==> config.mk <==
export PLATFORM = sky130hd
export DESIGN_NAME = vco_band_cal
export DESIGN_NICKNAME = d
export VERILOG_FILES = /design/src/rtl/vbc_pkg.sv /design/src/rtl/vbc_edge_sync.sv /design/src/rtl/vbc_sar.sv /design/src/rtl/vbc_seq.sv /design/src/rtl/vco_band_cal.sv
export SDC_FILE = /design/constraint.sdc
export NUM_CORES = 1
export LEC_CHECK = 0
export BUFFER_PORTS_ARGS = -buffer_cell sky130_fd_sc_hd__buf_4
export CAP_MARGIN = 20
export CORE_MARGIN = 2
export CORE_UTILIZATION = 40
export CTS_CLUSTER_SIZE = 30
export DETAILED_ROUTE_END_ITERATION = 12
export PLACE_DENSITY_LB_ADDON = 0.1
export SYNTH_ARGS = -nofsm -noshare
export SYNTH_HDL_FRONTEND = slang
export SYNTH_SLANG_ARGS = --single-unit
==> constraint.sdc <==
create_clock -name clk -period 3.6 [get_ports clk]
set_input_delay 0.18 -clock clk [delete_from_list [all_inputs] [get_ports clk]]
set_output_delay 0.18 -clock clk [all_outputs]
set_load 0.005 [all_outputs]
==> src/rtl/vbc_pkg.sv <==
package vbc_pkg;

    localparam int unsigned CAL_CODE_W = 3;
    localparam int unsigned CAL_HOLD   = 4;

    typedef enum logic [1:0] {
        ST_IDLE,
        ST_HOLD,
        ST_MEAS
    } cal_state_e;

    // One successive-approximation step on a code of up to 16 bits.
    function automatic logic [15:0] sar_step(input logic [15:0] code,
                                             input int          idx,
                                             input logic        fast);
        logic [15:0] nxt;
        nxt      = code;
        nxt[idx] = fast;
        if (idx > 0) nxt[idx-1] = 1'b1;
        return nxt;
    endfunction

endpackage

==> src/rtl/vbc_edge_sync.sv <==
module vbc_edge_sync #(
    parameter int STAGES = 2
) (
    input  logic clk,
    input  logic rst,
    input  logic clr,
    input  logic din,
    output logic rise
);
    logic [STAGES:0] chain;

    always_ff @(posedge clk) begin
        if (rst || clr) chain <= '0;
        else            chain <= {chain[STAGES-1:0], din};
    end

    assign rise = chain[STAGES-1] & ~chain[STAGES];
endmodule

==> src/rtl/vbc_sar.sv <==
module vbc_sar
    import vbc_pkg::*;
#(
    parameter int CODE_W = 3,
    parameter int IDX_W  = 2
) (
    input  logic              clk,
    input  logic              rst,
    input  logic              load_mid,
    input  logic              decide,
    input  logic [IDX_W-1:0]  bit_idx,
    input  logic              fast,
    output logic [CODE_W-1:0] code
);
    localparam logic [CODE_W-1:0] MID = CODE_W'(1) << (CODE_W - 1);

    logic [15:0] stepped;
    assign stepped = sar_step(16'(code), int'(bit_idx), fast);

    always_ff @(posedge clk) begin
        if (rst || load_mid) code <= MID;
        else if (decide)     code <= stepped[CODE_W-1:0];
    end
endmodule

==> src/rtl/vbc_seq.sv <==
module vbc_seq
    import vbc_pkg::*;
#(
    parameter int CODE_W   = 3,
    parameter int HOLD_CYC = 4,
    parameter int IDX_W    = 2
) (
    input  logic             clk,
    input  logic             rst,
    input  logic             chan_req,
    input  logic             ref_rise,
    input  logic             main_rise,
    output logic             hold,
    output logic             active,
    output logic             decide,
    output logic [IDX_W-1:0] bit_idx,
    output logic             fast,
    output logic             loop_close,
    output logic             done
);
    localparam int CNT_W = $clog2(HOLD_CYC + 1);
    localparam int PH_W  = $clog2(CODE_W + 2);

    cal_state_e       st;
    logic [CNT_W-1:0] cnt;
    logic [PH_W-1:0]  ph;
    logic             main_seen;

    always_ff @(posedge clk) begin
        if (rst) begin
            st         <= ST_IDLE;
            cnt        <= '0;
            ph         <= '0;
            loop_close <= 1'b0;
            done       <= 1'b0;
            main_seen  <= 1'b0;
        end else begin
            done <= 1'b0;
            if (chan_req) begin
                st         <= ST_HOLD;
                cnt        <= CNT_W'(HOLD_CYC - 1);
                ph         <= '0;
                loop_close <= 1'b0;
            end else begin
                case (st)
                    ST_HOLD: begin
                        if (cnt == '0) begin
                            st        <= ST_MEAS;
                            main_seen <= 1'b0;
                        end else begin
                            cnt <= cnt - 1'b1;
                        end
                    end
                    ST_MEAS: begin
                        if (main_rise) main_seen <= 1'b1;
                        if (ref_rise) begin
                            if (ph == PH_W'(CODE_W)) begin
                                st         <= ST_IDLE;
                                loop_close <= 1'b1;
                                done       <= 1'b1;
                            end else begin
                                ph  <= ph + 1'b1;
                                st  <= ST_HOLD;
                                cnt <= '0;
                            end
                        end
                    end
                    default: ;
                endcase
            end
        end
    end

    assign hold    = (st == ST_HOLD);
    assign active  = (st != ST_IDLE);
    assign decide  = (st == ST_MEAS) && ref_rise && (ph != '0) && !chan_req;
    assign fast    = main_seen | main_rise;
    assign bit_idx = IDX_W'(CODE_W - int'(ph));
endmodule

==> src/rtl/vco_band_cal.sv <==
module vco_band_cal
    import vbc_pkg::*;
#(
    parameter int CODE_W      = CAL_CODE_W,
    parameter int HOLD_CYC    = CAL_HOLD,
    parameter int SYNC_STAGES = 2
) (
    input  logic              clk,
    input  logic              rst,
    input  logic              chan_req,
    input  logic              ref_div_in,
    input  logic              main_div_in,
    output logic [CODE_W-1:0] band_code,
    output logic              precharge_en,
    output logic              div_reset,
    output logic              loop_close,
    output logic              cal_busy,
    output logic              cal_done
);
    localparam int IDX_W = (CODE_W > 1) ? $clog2(CODE_W) : 1;

    logic             hold, active, decide, fast, ref_rise, main_rise;
    logic [IDX_W-1:0] bit_idx;

    vbc_edge_sync #(.STAGES(SYNC_STAGES)) u_ref_sync (
        .clk(clk), .rst(rst), .clr(hold), .din(ref_div_in), .rise(ref_rise)
    );

    vbc_edge_sync #(.STAGES(SYNC_STAGES)) u_main_sync (
        .clk(clk), .rst(rst), .clr(hold), .din(main_div_in), .rise(main_rise)
    );

    vbc_seq #(.CODE_W(CODE_W), .HOLD_CYC(HOLD_CYC), .IDX_W(IDX_W)) u_seq (
        .clk(clk), .rst(rst), .chan_req(chan_req),
        .ref_rise(ref_rise), .main_rise(main_rise),
        .hold(hold), .active(active), .decide(decide),
        .bit_idx(bit_idx), .fast(fast),
        .loop_close(loop_close), .done(cal_done)
    );

    vbc_sar #(.CODE_W(CODE_W), .IDX_W(IDX_W)) u_sar (
        .clk(clk), .rst(rst), .load_mid(chan_req), .decide(decide),
        .bit_idx(bit_idx), .fast(fast), .code(band_code)
    );

    assign precharge_en = active;
    assign cal_busy     = active;
    assign div_reset    = hold;
endmodule

After elaboration in Yosys (flattened, before gate mapping)
Cells that the tools add are included.

Bits of input ports: 5. Bits in registers: 20. Word-level logic and storage cells: 84. Output and inout bits: 8.

Reduce and logical (&&, ||, !) cells: 22. Add/subtract/negate cells: 4. Muxes and demuxes: 20. Equality and inequality tests: 12. $lt $le $gt $ge: 5. Bitwise operators: 10.

Operators with widths (number): 32-bit by 1-bit >= comparator with 1-bit output (second input constant) (1); 32-bit by 6-bit less-than comparator with 1-bit output (second input constant) (1); 16-bit bitwise mux (1); 3-bit 2-to-1 mux (4); 3-bit AND reduction (4); 4-bit AND reduction (3); 1-bit 2-to-1 mux (7); 2-bit 2-to-1 mux (3); 2-bit by 1-bit inequality test with 1-bit output (second input constant) (3); 3-bit by 2-bit inequality test with 1-bit output (second input constant) (2); 3-bit inequality test (second input constant) (2); 1-bit inverter (6); 3-bit case mux with 2 select lines (1); 3-bit nonzero test (2); 1-bit logical AND (5); 2-bit by 5-bit less-than comparator with 1-bit output (second input constant) (1); 1-bit demux with 4-bit select (1); 2-bit inequality test (second input constant) (2); 2-bit case mux with 2 select lines (1); 2-bit nonzero test (2); 4-bit OR reduction (1); 3-bit by 1-bit adder with 3-bit output (second input constant) (1); 3-bit by 2-bit == test with 1-bit output (second input constant) (1); 3-bit logical NOT (1); other kinds (15) (17).

Depth between registers and ports, before layout
Gate-level depths: netlist of run 1.

Word-level depth: 8. Depth in mapped cells: 6. Depth with buffers taken out: 6.

Modules after synthesis
Synthesis of run 1 repeated with hierarchy kept, for this count alone.

Cell total of the unflattened synthesis: 95. Area, all modules: 909.6 µm².

By module, submodules not included: vbc_seq (area each 569.3 µm², cells an instance 64, instances 1, sequential area each 220.2 µm²); vbc_edge_sync (area each 88.8 µm², cells an instance 7, instances 2, sequential area each 60.1 µm²); vbc_sar (area each 155.1 µm², cells an instance 16, instances 1, sequential area each 60.1 µm²); vco_band_cal (area each 7.5 µm², cells an instance 1, instances 1, sequential area each 0.0 µm²).

Worst setup path before layout of run 1
OpenSTA, ideal clock, no wires.

Path type: reg-to-reg. From: reg u_seq.ph[0]. To: reg u_sar.code[1]. Library setup time: 119 ps. Slack: 2083 ps. Clock period less this slack: 1517 ps. Stages on the path, launching flop included: 6. Buffers on the path: 0. Arrival: 1399 ps. Required time: 3481 ps. Path through: dfxtp_1 > inv_1 > ha_1 > nor2b_1 > or3_4 > o221a_1.

Cells in the longest elaborated chain, start to end: 8. Elaborated cells on any way between the ends: 19. Those cells by class: add/sub: 2; order compare: 5; mux: 6; bitwise: 1; reduce/logical: 5.

Ends and longest elaborated chain: start, declared (line vbc_seq.sv:26) `logic [PH_W-1:0] ph;`; start signal, assigned (line vbc_seq.sv:62) `ph <= ph + 1'b1;`; 2-bit subtractor (*) (line vbc_seq.sv:78) `assign bit_idx = IDX_W'(CODE_W - int'(ph));`; net bit_idx[0] (line vco_band_cal.sv:23) `logic [IDX_W-1:0] bit_idx;`; 2-bit by 1-bit subtractor with 3-bit output (tied with other cells) (line vbc_pkg.sv:19) `if (idx > 0) nxt[idx-1] = 1'b1;`; 32-bit by 1-bit >= comparator with 1-bit output (implied by the code) (tied with other cells) (line vbc_pkg.sv:19); 1-bit logical AND (implied by the code) / 1-bit 2-to-1 mux (equally long branches) (line vbc_pkg.sv:19, vbc_pkg.sv:18); 1-bit 2-to-1 mux (implied by the code) / 1-bit demux with 2-bit select (equally long branches); 1-bit demux with 4-bit select / 16-bit bitwise mux (equally long branches); 3-bit bitwise OR (no line); 3-bit 2-to-1 mux (*) (line vbc_pkg.sv:19); end signal, assigned (line vbc_sar.sv:22) `else if (decide) code <= stepped[CODE_W-1:0];`; end, declared (line vbc_sar.sv:13) `output logic [CODE_W-1:0] code`.

The timed path passes the listed nets; every way through them passes the cells marked *. A chain may end at the register's enable or synchronous reset.

Worst setup path after layout of run 1
From: reg u_seq.st[0]. To: reg u_sar.code[1].

Cells in the longest elaborated chain, start to end: 4.

Ends and longest elaborated chain: start, declared (line vbc_seq.sv:24) `cal_state_e st;`; start signal, assigned (line vbc_seq.sv:31) `st <= ST_IDLE;`; start signal, assigned (line vbc_seq.sv:40) `st <= ST_HOLD;`; start signal, assigned (line vbc_seq.sv:48) `st <= ST_MEAS;`; 2-bit == test (line vbc_seq.sv:76) `assign decide = (st == ST_MEAS) && ref_rise && (ph != '0) && !chan_req;`; 1-bit logical AND (3 in a row) (line vbc_seq.sv:76).

Every way passes these cells.

==> impl_metrics.py, run 1 <==
metrics = {
    "critical_path": {
        "crit_type": "reg2reg",
        "crit_slowest_cell": "or3_4",
        "critical_path_arrival_ns": 1.91,
        "r2r_cells": 5,
        "start_kind": "flop",
        "crit_fanout": 6,
        "cpPeakStageDelay_ns": 0.41,
        "crit_required_ns": 3.81,
        "timing.critical_path.cells": "inv_1 > ha_1 > nand3b_1 > or3_4 > o221a_1",
        "cp-end-kind": "flop",
    },
    "sta": {
        "max_freq_ghz": 0.588,
        "skew_ns": 0.000630,
        "rsz0062_at_grt": "no",
        "period_minus_slack_ns": 1.70,
        "finalCritPeriodShare_pct": 47.2,
        "finalSetupTns_ns": 0,
        "setup_viol": 0,
        "slew_headroom_pct": 73.8,
        "slew_viol_final": 0,
        "max_slew.worst_pin.slew_ns": 0.387,
        "final-hold-violation-count": 0,
    },
    "global_routing": {
        "grt-ovfl-total": 0,
        "grt_use_total_pct": 14.3,
        "antenna_found_initial": 0,
        "grt_pass1_wl_mm": 3.53,
        "grt_max_degree": 13,
        "grt_pass1_vias": 765,
    },
    "clock_network": {
        "root_buffer": "clkbuf_4",
        "clkSinkCount": 20,
        "path_clk_slew_ns": 0.12,
        "post_cts_buffers": 0,
        "post_cts_resized": 0,
        "cts_htree_levels": 1,
        "cts_buffers": 3,
        "clk_latency_ns": 0.31,
        "postCtsHoldBufs": 0,
        "cts_tree": "done",
        "clock_path_buffers": 2,
    },
    "logic_synthesis": {
        "syn-num-nets": 140,
        "synth_top_area_share_pct": 36.5,
        "synth_common_cells": "20 x dfxtp_1, 15 x ha_1, 14 x inv_1, 10 x nor2_1",
        "yosysMostFrequentCell": "dfxtp_1",
        "synth_edf_count": 0,
        "yosysSeqAreaShare_pct": 36.5,
        "async_flop_share_pct": 0,
        "synth_seq_cells": 20,
        "synth_area_um2": 1100,
        "syn_inst": 120,
        "syn_avg_cell_area_um2": 9.13,
        "yosys_warnings": 0,
        "synth_top_cells_by_area": "dfxtp_1 37%, ha_1 17%, inv_1 4.8%",
        "ys.flop_type": "dfxtp_1",
        "ys_types": 32,
        "yosysTopAreaCell": "dfxtp_1",
    },
    "layout": {
        "antenna_cells": 0,
        "nets": 155,
        "area_growth_pct": 15.4,
        "fin_util_pct": 49.7,
        "drive_gt1_share_pct": 15.7,
    },
    "floorplanning": {
        "die_w_um": 56.3,
        "coreArea_um2": 2540,
        "die_h_um": 56.3,
        "pin_count": 13,
        "start_util_pct": 43.1,
        "num_rows": 18,
        "die-area_um2": 3170,
    },
    "status": {
        "status": "complete, no violations",
    },
    "placement": {
        "routabilityCongestion": 0.756,
        "dp_hpwl_mm": 1.56,
        "numPortBuffers": 12,
    },
    "route": {
        "drt_iter0_drc": 9,
        "via_per_inst": 5.07,
        "post-route-drc-count": 0,
        "vias": 832,
        "drtPass1Iterations": 4,
        "ant_nets": 0,
        "wl_mm": 2.06,
        "wl_per_cell_um": 12.6,
    },
    "pwr": {
        "power_density_nw_per_um2": 381,
        "p_leak_nw": 0.505,
        "ir_worst_vdd_v": 0.000327,
    },
    "hold_path": {
        "hold_class": "in2reg",
        "whs_path_depth": 2,
    },
    "run": {
        "max_cap_violations": 0,
    },
}
-- worst paths after layout --
path	start	to	slack (ns)
setup / recovery	u_seq.st[0]	u_sar.code[1]	1.90
hold / removal	main_div_in	u_main_sync.chain[0]	0.06
setup reg to reg	u_seq.st[0]	u_sar.code[1]	1.90
hold reg to reg	u_main_sync.chain[0]	u_main_sync.chain[1]	0.45
-- report_power, final --
group,switching (W),internal (W),leakage (nW)
clock,0.0000748,0.000113,0.0279
combinational,0.0000346,0.0000266,0.314
sequential,0.00000500,0.000228,0.163
total,0.000114,0.000367,0.505
-- registers in the layout (all words and copies together), names as in the netlist --
| signal | cells |
|---|---|
| u_sar.code | 3 |
| u_seq.done | 1 |
| u_seq.cnt | 3 |
| u_seq.loop_close | 1 |
| u_ref_sync.chain | 3 |
| u_seq.main_seen | 1 |
| u_main_sync.chain | 3 |
| u_seq.st | 2 |
| u_seq.ph | 3 |
-- placed cells by master, fill, tap and decap left out --
cell       synthesis  routed
a311oi_1           1       1
and2b_1            2       2
or3_4              1       1
a221oi_2           1       1
o21ai_0            2       2
a22oi_1            1       1
inv_1             14      14
buf_4              1      12
nor2_1            10      10
bufinv_16          0       1
xnor2_1            1       1
a211oi_1           3       3
nand3_1            1       1
ha_1              15      15
mux2i_1            1       1
nor3_1             2       2
nand3b_1           4       4
o221a_1            2       2
o21ai_1            1       1
a21oi_1            6       6
nor2b_1            2       2
dfxtp_1           20      20
and4bb_2           1       1
clkbuf_4           0       3
nand2b_1           4       4
nand2_1            6       6
a31oi_1            4       4
a211o_1            1       1
nor4bb_1           1       1
and2_1             6       6
a41oi_1            2       2
a21oi_2            2       2
or2_1              1       1
-- metrics by stage --
step / cells / total power [W] / cell area (um^2) / setup slack, ns / hold slack [ns]
global placement: 160 / 0.000297 / 1210 / 1.94 / 0.385
floorplan: 120 / 0.000279 / 1100 / 2.08 / 0.249
finish: 164 / 0.000482 / 1260 / 1.90 / 0.0635
CTS: 164 / 0.000486 / 1260 / 1.89 / 0.0589
detailed placement: 160 / 0.000300 / 1210 / 1.91 / 0.388
global route: 164 / 0.000505 / 1260 / 1.75 / 0.0540
-- metal layers --
metal  global-route usage, %  share of wire, %
met5                       0                 0
met4                    6.12               1.8
met3                    3.69               3.3
met2                    21.7                43
met1                    19.2                52
-- worst max-delay path, delay by kind of cell, from the launching register on --
kind / cells / cell delay (ns)
and+or+nand+nor: 2 / 0.57
AOI/OAI and AO/OA: 1 / 0.26
buffers and inverters: 1 / 0.12
adders and majority gates: 1 / 0.29
DFF: 1 / 0.37
-- cells by family after synthesis --
kind of cell	after synthesis	synth area share [%]
AND/OR/NAND/NOR	41	21.5
AO/OA/AOI/OAI	26	17.4
flip-flops	20	36.5
buffers and inverters	16	5.82
adder cells (fa/ha/maj)	15	17.1
XOR/XNOR	1	0.799
multiplexers	1	0.913
-- final cells by class --
cell class | instances | area (um^2)
clock buffer | 3 | 22.5
sequential | 20 | 400
clock inverter | 1 | 30.0
inverter | 14 | 52.6
tap | 30 | 37.5
multi-input combinational | 84 | 632
fill | 255 | 1280
timing repair buffer | 12 | 90.1
Note: power is estimated with default switching activity, not from simulation.
==> inputs of run 2 (changes only) <==
==> constraint.sdc (replaced) <==
create_clock -name clk -period 1.4 [get_ports clk]
set_input_delay 0.07 -clock clk [delete_from_list [all_inputs] [get_ports clk]]
set_output_delay 0.07 -clock clk [all_outputs]
set_load 0.005 [all_outputs]
==> run 2 against run 1 <==
  * The run now ends with setup timing left
  * Non-clock buffer count increased by 25
  * Maximum frequency increased by 18%
  * Combinational power increased to 3.6 times the previous value
  * Utilization increased by 12 points
  * Via count increased by 13%
  * Power increased to 2.7 times the previous value
  * Clock power increased to 2.5 times the previous value
  * Sequential power increased to 2.6 times the previous value
  * Sequential share of layout area decreased by 5.4 points
==> impl_metrics.py, run 2 (same netlist as run 1, synthesis figures left out) <==
metrics = {
    "status": {
        "status": "complete, but fails checks",
        "violations": "setup timing",
    },
    "hold_path": {
        "hp-start": "chan_req",
        "whs_path_depth": 3,
        "holdPathEnd": "u_seq.cnt[0]",
        "hold_class": "in2reg",
    },
    "clock_network": {
        "cts_tree": "done",
        "clock_path_buffers": 2,
        "root_buffer": "clkbuf_4",
        "cts_buffers": 3,
        "clkSinkCount": 20,
        "clk_latency_ns": 0.30,
        "cts_htree_levels": 1,
        "path_clk_slew_ns": 0.11,
    },
    "critical_path": {
        "crit_required_ns": 1.61,
        "r2r_cells": 5,
        "crit_type": "reg2reg",
        "critical_path_arrival_ns": 1.65,
        "crit_slowest_cell": "or3_4",
        "reg2reg_to": "u_sar.code[1]",
        "cp-end-kind": "flop",
        "worstReg2RegStart": "u_seq.st[0]",
        "crit_fanout": 3,
        "cpPeakStageDelay_ns": 0.44,
        "ff2ff_setup_slack_ns": -0.04,
        "start_kind": "flop",
        "timing.critical_path.cells": "inv_4 > ha_4 > nand3b_1 > or3_4 > o221a_1",
    },
    "route": {
        "post-route-drc-count": 0,
        "wl_per_cell_um": 12.8,
        "via_per_inst": 4.99,
        "drtPass1Iterations": 4,
        "ant_nets": 0,
        "vias": 943,
        "wl_mm": 2.43,
        "drt_iter0_drc": 15,
    },
    "sta": {
        "max_freq_ghz": 0.693,
        "max_slew.worst_pin.slew_ns": 0.361,
        "period_minus_slack_ns": 1.44,
        "rsz0062_at_grt": "yes",
        "final-hold-violation-count": 0,
        "holdWs_ns": 0.102,
        "slew_headroom_pct": 75.7,
        "setup_viol": 6,
        "slew_viol_final": 0,
        "finalCritPeriodShare_pct": 103,
        "setup_ws_ns": -0.0436,
        "skew_ns": 0.00247,
    },
    "pwr": {
        "p_leak_nw": 0.634,
        "power_density_nw_per_um2": 817,
        "ir_worst_vdd_v": 0.000798,
    },
    "floorplanning": {
        "die_w_um": 56.3,
        "coreArea_um2": 2540,
        "num_rows": 18,
        "pin_count": 13,
        "die_h_um": 56.3,
        "start_util_pct": 43.1,
        "die-area_um2": 3170,
    },
    "layout": {
        "area_growth_pct": 43.6,
        "nets": 180,
        "n_fill_cell": 202,
        "antenna_cells": 0,
        "drive_gt1_share_pct": 38.4,
        "final_common_cell": "buf_4",
        "fin_cells": 189,
        "fin_util_pct": 61.8,
        "final_cell_mix": "34 x buf_4, 16 x dfxtp_1, 11 x inv_1, 8 x nor2_1, 8 x ha_1",
    },
    "placement": {
        "place_worst_setup_slack_ns": -0.0879,
        "dp_hpwl_mm": 1.80,
        "dp.cells": 179,
        "routabilityCongestion": 0.725,
        "numPortBuffers": 12,
    },
    "global_routing": {
        "grt-ovfl-total": 0,
        "grt_max_degree": 13,
        "antenna_found_initial": 0,
        "grt_use_total_pct": 16.4,
        "grt_pass1_wl_mm": 4.10,
        "grt_pass1_vias": 922,
    },
    "run": {
        "max_cap_violations": 0,
    },
}
==> run 2: cell types whose count changed in the layout (fill, tap and decap cells not counted), moves of 2 or more <==
cell           previous run  this run
buf_4                    12        34
ha_1                     15         8
ha_4                      0         6
dfxtp_1                  20        16
dfxtp_4                   0         3
dlygate4sd3_1             0         3
inv_1                    14        11
inv_2                     0         2
nor2_1                   10         8
==> run 2: stage by stage <==
step / total power (W) / TNS (ns) / area [um^2]
detailed placement: 0.000802 / -0.479 / 1390
floorplan: 0.000721 / -0.0122 / 1130
global placement: 0.000798 / -0.153 / 1390
CTS: 0.00130 / -0.173 / 1540
global route: 0.00136 / -0.981 / 1570
finish: 0.00129 / -0.143 / 1570
==> run 2: power by group <==
group          switching (W)  total [W]  leakage, nW  internal [W]
combinational       0.000106   0.000219        0.440      0.000113
sequential         0.0000134   0.000597        0.165      0.000583
clock               0.000181   0.000470       0.0279      0.000289
==> run 2: what timing repair did <==
| item | 4_1_cts | 5_1_grt |
|---|---|---|
| endpoints found under the setup margin | 17 | 19 |
| gates resized for setup | 8 | 11 |
| hold endpoints to repair | 6 | 0 |
| setup buffers | 4 | 0 |
| cloned | 0 | 0 |
| pin swaps | 14 | 3 |
| hold buffers | 3 | 0 |
==> run 2: routing by layer <==
layer  global-route usage (%)  vias to the layer above  routed length, um
li1                         -                      489                  -
met1                     21.0                      432               1160
met2                     26.6                       18               1160
met3                     5.30                        4                 89
met4                     4.08                        0                 18
met5                        0                        -                  0
==> run 2: how the worst max path moves through the flow <==
stage / to / start / slack (ns)
2_1_floorplan: u_sar.code[1] / u_seq.ph[0] / -0.01
3_3_place_gp: u_seq.cnt[0] / u_seq.ph[0] / -0.05
3_5_place_dp: u_seq.cnt[0] / u_seq.ph[0] / -0.09
4_1_cts: u_sar.code[1] / u_seq.st[0] / -0.04
5_1_grt: u_sar.code[1] / u_seq.st[0] / -0.14
6_report: u_sar.code[1] / u_seq.st[0] / -0.04
==> run 2: final cells by class <==
class | count | area [um^2] | share of cell area, %
timing repair buffer | 37 | 285 | 18.1
inverter | 14 | 55.1 | 3.50
sequential | 20 | 413 | 26.2
tap | 30 | 37.5 | 2.38
clock buffer | 3 | 22.5 | 1.43
multi-input combinational | 84 | 731 | 46.4
clock inverter | 1 | 30.0 | 1.91
==> run 2: critical path: cells and delay by family, from the launching register on <==
| kind | cells | cell delay, ns |
|---|---|---|
| AOI/OAI and AO/OA | 1 | 0.24 |
| adders and majority gates | 1 | 0.13 |
| buffers and inverters | 1 | 0.07 |
| DFF | 1 | 0.36 |
| and+or+nand+nor | 2 | 0.56 |
==> inputs of run 3 (changes only) <==
--- a/config.mk
+++ b/config.mk
@@ -8,7 +8,7 @@
 export BUFFER_PORTS_ARGS = -buffer_cell sky130_fd_sc_hd__buf_4
 export CAP_MARGIN = 20
 export CORE_MARGIN = 2
-export CORE_UTILIZATION = 40
+export CORE_UTILIZATION = 50
 export CTS_CLUSTER_SIZE = 30
 export DETAILED_ROUTE_END_ITERATION = 12
 export PLACE_DENSITY_LB_ADDON = 0.1
==> run 3 against run 2 <==
  * The run still ends with setup timing left
  * Via count rose by 5.2%
  * Sequential power barely moved
  * First-iteration DRC count rose to 2.7 times the previous value
  * Sequential share of layout area is 0.94 points lower
  * Register-to-register slack lost 0.03 ns
  * Routed wire length increased by 14%
  * Worst hold slack gained 0.0091 ns
  * Critical path depth up 1
  * Die area down 19%
  * Highest routed layer is now met3
  * Final cell count fell by 1.6%
==> impl_metrics.py, run 3 (same netlist as run 1, synthesis figures left out) <==
metrics = {
    "status": {
        "status": "complete, but fails checks",
        "violations": "setup timing",
    },
    "pwr": {
        "p_int_w": 0.000873,
        "combPwrFrac_pct": 22.0,
        "power_density_nw_per_um2": 735,
        "p_total_w": 0.00119,
        "p_leak_nw": 0.639,
        "switching_share_pct": 26.8,
        "clock_power_share_pct": 28.1,
        "power.share.sequential_pct": 50.0,
        "p_sw_w": 0.000320,
        "ir_worst_vdd_v": 0.000679,
    },
    "route": {
        "vias": 992,
        "ant_nets": 0,
        "post-route-drc-count": 0,
        "via_per_inst": 5.33,
        "wl_mm": 2.77,
        "wl_per_cell_um": 14.9,
        "drt_iter0_drc": 41,
        "drtPass1Iterations": 4,
    },
    "layout": {
        "final_cell_mix": "34 x buf_4, 16 x dfxtp_1, 11 x inv_1, 7 x nor2_1, 7 x ha_4",
        "final_common_cell": "buf_4",
        "final_cell_area_um2": 1620,
        "fin_cells": 186,
        "n_fill_cell": 121,
        "drive_gt1_share_pct": 44.0,
        "area_growth_pct": 48.1,
        "nets": 180,
        "antenna_cells": 0,
    },
    "critical_path": {
        "critical_path_arrival_ns": 1.68,
        "crit_required_ns": 1.61,
        "cp-end-kind": "flop",
        "crit_fanout": 7,
        "r2r_cells": 6,
        "crit_type": "reg2reg",
        "start_kind": "flop",
    },
    "placement": {
        "routabilityCongestion": 0.783,
        "post_dp_cell_area_um2": 1370,
        "place_worst_setup_slack_ns": -0.0684,
        "numPortBuffers": 12,
        "dp.cells": 174,
        "dp_hpwl_mm": 1.75,
    },
    "clock_network": {
        "cts_tree": "done",
        "clkSinkCount": 20,
        "root_buffer": "clkbuf_4",
        "cts_htree_levels": 1,
        "clk_latency_ns": 0.31,
        "cts_buffers": 3,
        "clock_path_buffers": 2,
        "path_clk_slew_ns": 0.12,
    },
    "floorplanning": {
        "pin_count": 13,
        "num_rows": 16,
        "start_util_pct": 54.2,
        "die_w_um": 50.8,
        "die-area_um2": 2580,
        "coreArea_um2": 2020,
        "die_h_um": 50.8,
    },
    "sta": {
        "setup_ws_ns": -0.0734,
        "slew_viol_final": 0,
        "skew_ns": 0.0132,
        "finalCritPeriodShare_pct": 105,
        "slew_headroom_pct": 75.6,
        "max_slew.worst_pin.slew_ns": 0.366,
        "max_freq_ghz": 0.679,
        "rsz0062_at_grt": "yes",
        "finalSetupTns_ns": -0.119,
        "period_minus_slack_ns": 1.47,
        "final-hold-violation-count": 0,
        "setup_viol": 4,
    },
    "global_routing": {
        "grt_pass1_wl_mm": 3.95,
        "grt_max_degree": 12,
        "grt_use_total_pct": 20.1,
        "grt-ovfl-total": 0,
        "antenna_found_initial": 0,
        "grt_pass1_vias": 944,
    },
    "run": {
        "max_cap_violations": 0,
    },
    "hold_path": {
        "hold_class": "in2reg",
        "whs_path_depth": 3,
    },
}
-- run 3: cell count changes in the layout (fill, tap and decap cells not counted), sizes merged --
cell / previous run / this run
bufinv: 1 / 0
clkbuf: 3 / 4
-- run 3: path summary, 6_finish.rpt --
check,to,slack [ns],startpoint
worst min-delay path,u_seq.cnt[1],0.11,chan_req
worst max register to register,u_seq.st[0],-0.07,u_seq.st[1]
worst max-delay path,u_seq.st[0],-0.07,u_seq.st[1]
worst min register to register,u_ref_sync.chain[1],0.44,u_ref_sync.chain[0]
-- run 3: per-layer routing --
metal	GRT usage (%)	part of all wire (%)
met4	4.05	0
met5	0	0
met3	4.39	3.0
met1	21.6	43
met2	39.7	54
-- run 3: metrics by stage --
step           util, %  hold slack [ns]
2_1_floorplan        -            0.132
3_3_place_gp      67.7            0.277
3_5_place_dp      67.7            0.278
4_1_cts           74.7            0.108
5_1_grt           80.3           0.0988
6_report          80.3            0.111
-- run 3: area by class of cell --
class,instances,area (um^2),share of cell area [%]
clock buffers,4,36.3,2.24
inverters,14,57.6,3.55
multi-input cells,84,800,49.3
flip-flops and latches,20,410,25.3
well taps,27,33.8,2.08
repair buffers,37,285,17.6
-- run 3: critical path: stages, from the launching register on --
cell	delay [ns]
dfxtp_2	0.39
inv_1	0.11
ha_2	0.25
buf_4	0.16
mux2i_1	0.17
a22oi_1	0.11
a21oi_1	0.20
-- run 3: timing repair --
item                                    4_1_cts  5_1_grt
hold buffers                                  3        0
resized for setup                             9       21
endpoints found under the setup margin       10       17
buffers inserted                              5        1
hold endpoints to repair                      6        0
pin swaps                                    10       12
-- run 3: power groups by stage --
stage / sequential [W] / combinational, W / clock, W
2_1_floorplan: 0.000610 / 0.000111 / 0
3_3_place_gp: 0.000609 / 0.000180 / 0
3_5_place_dp: 0.000610 / 0.000191 / 0
4_1_cts: 0.000596 / 0.000213 / 0.000339
5_1_grt: 0.000598 / 0.000282 / 0.000370
6_report: 0.000596 / 0.000262 / 0.000335
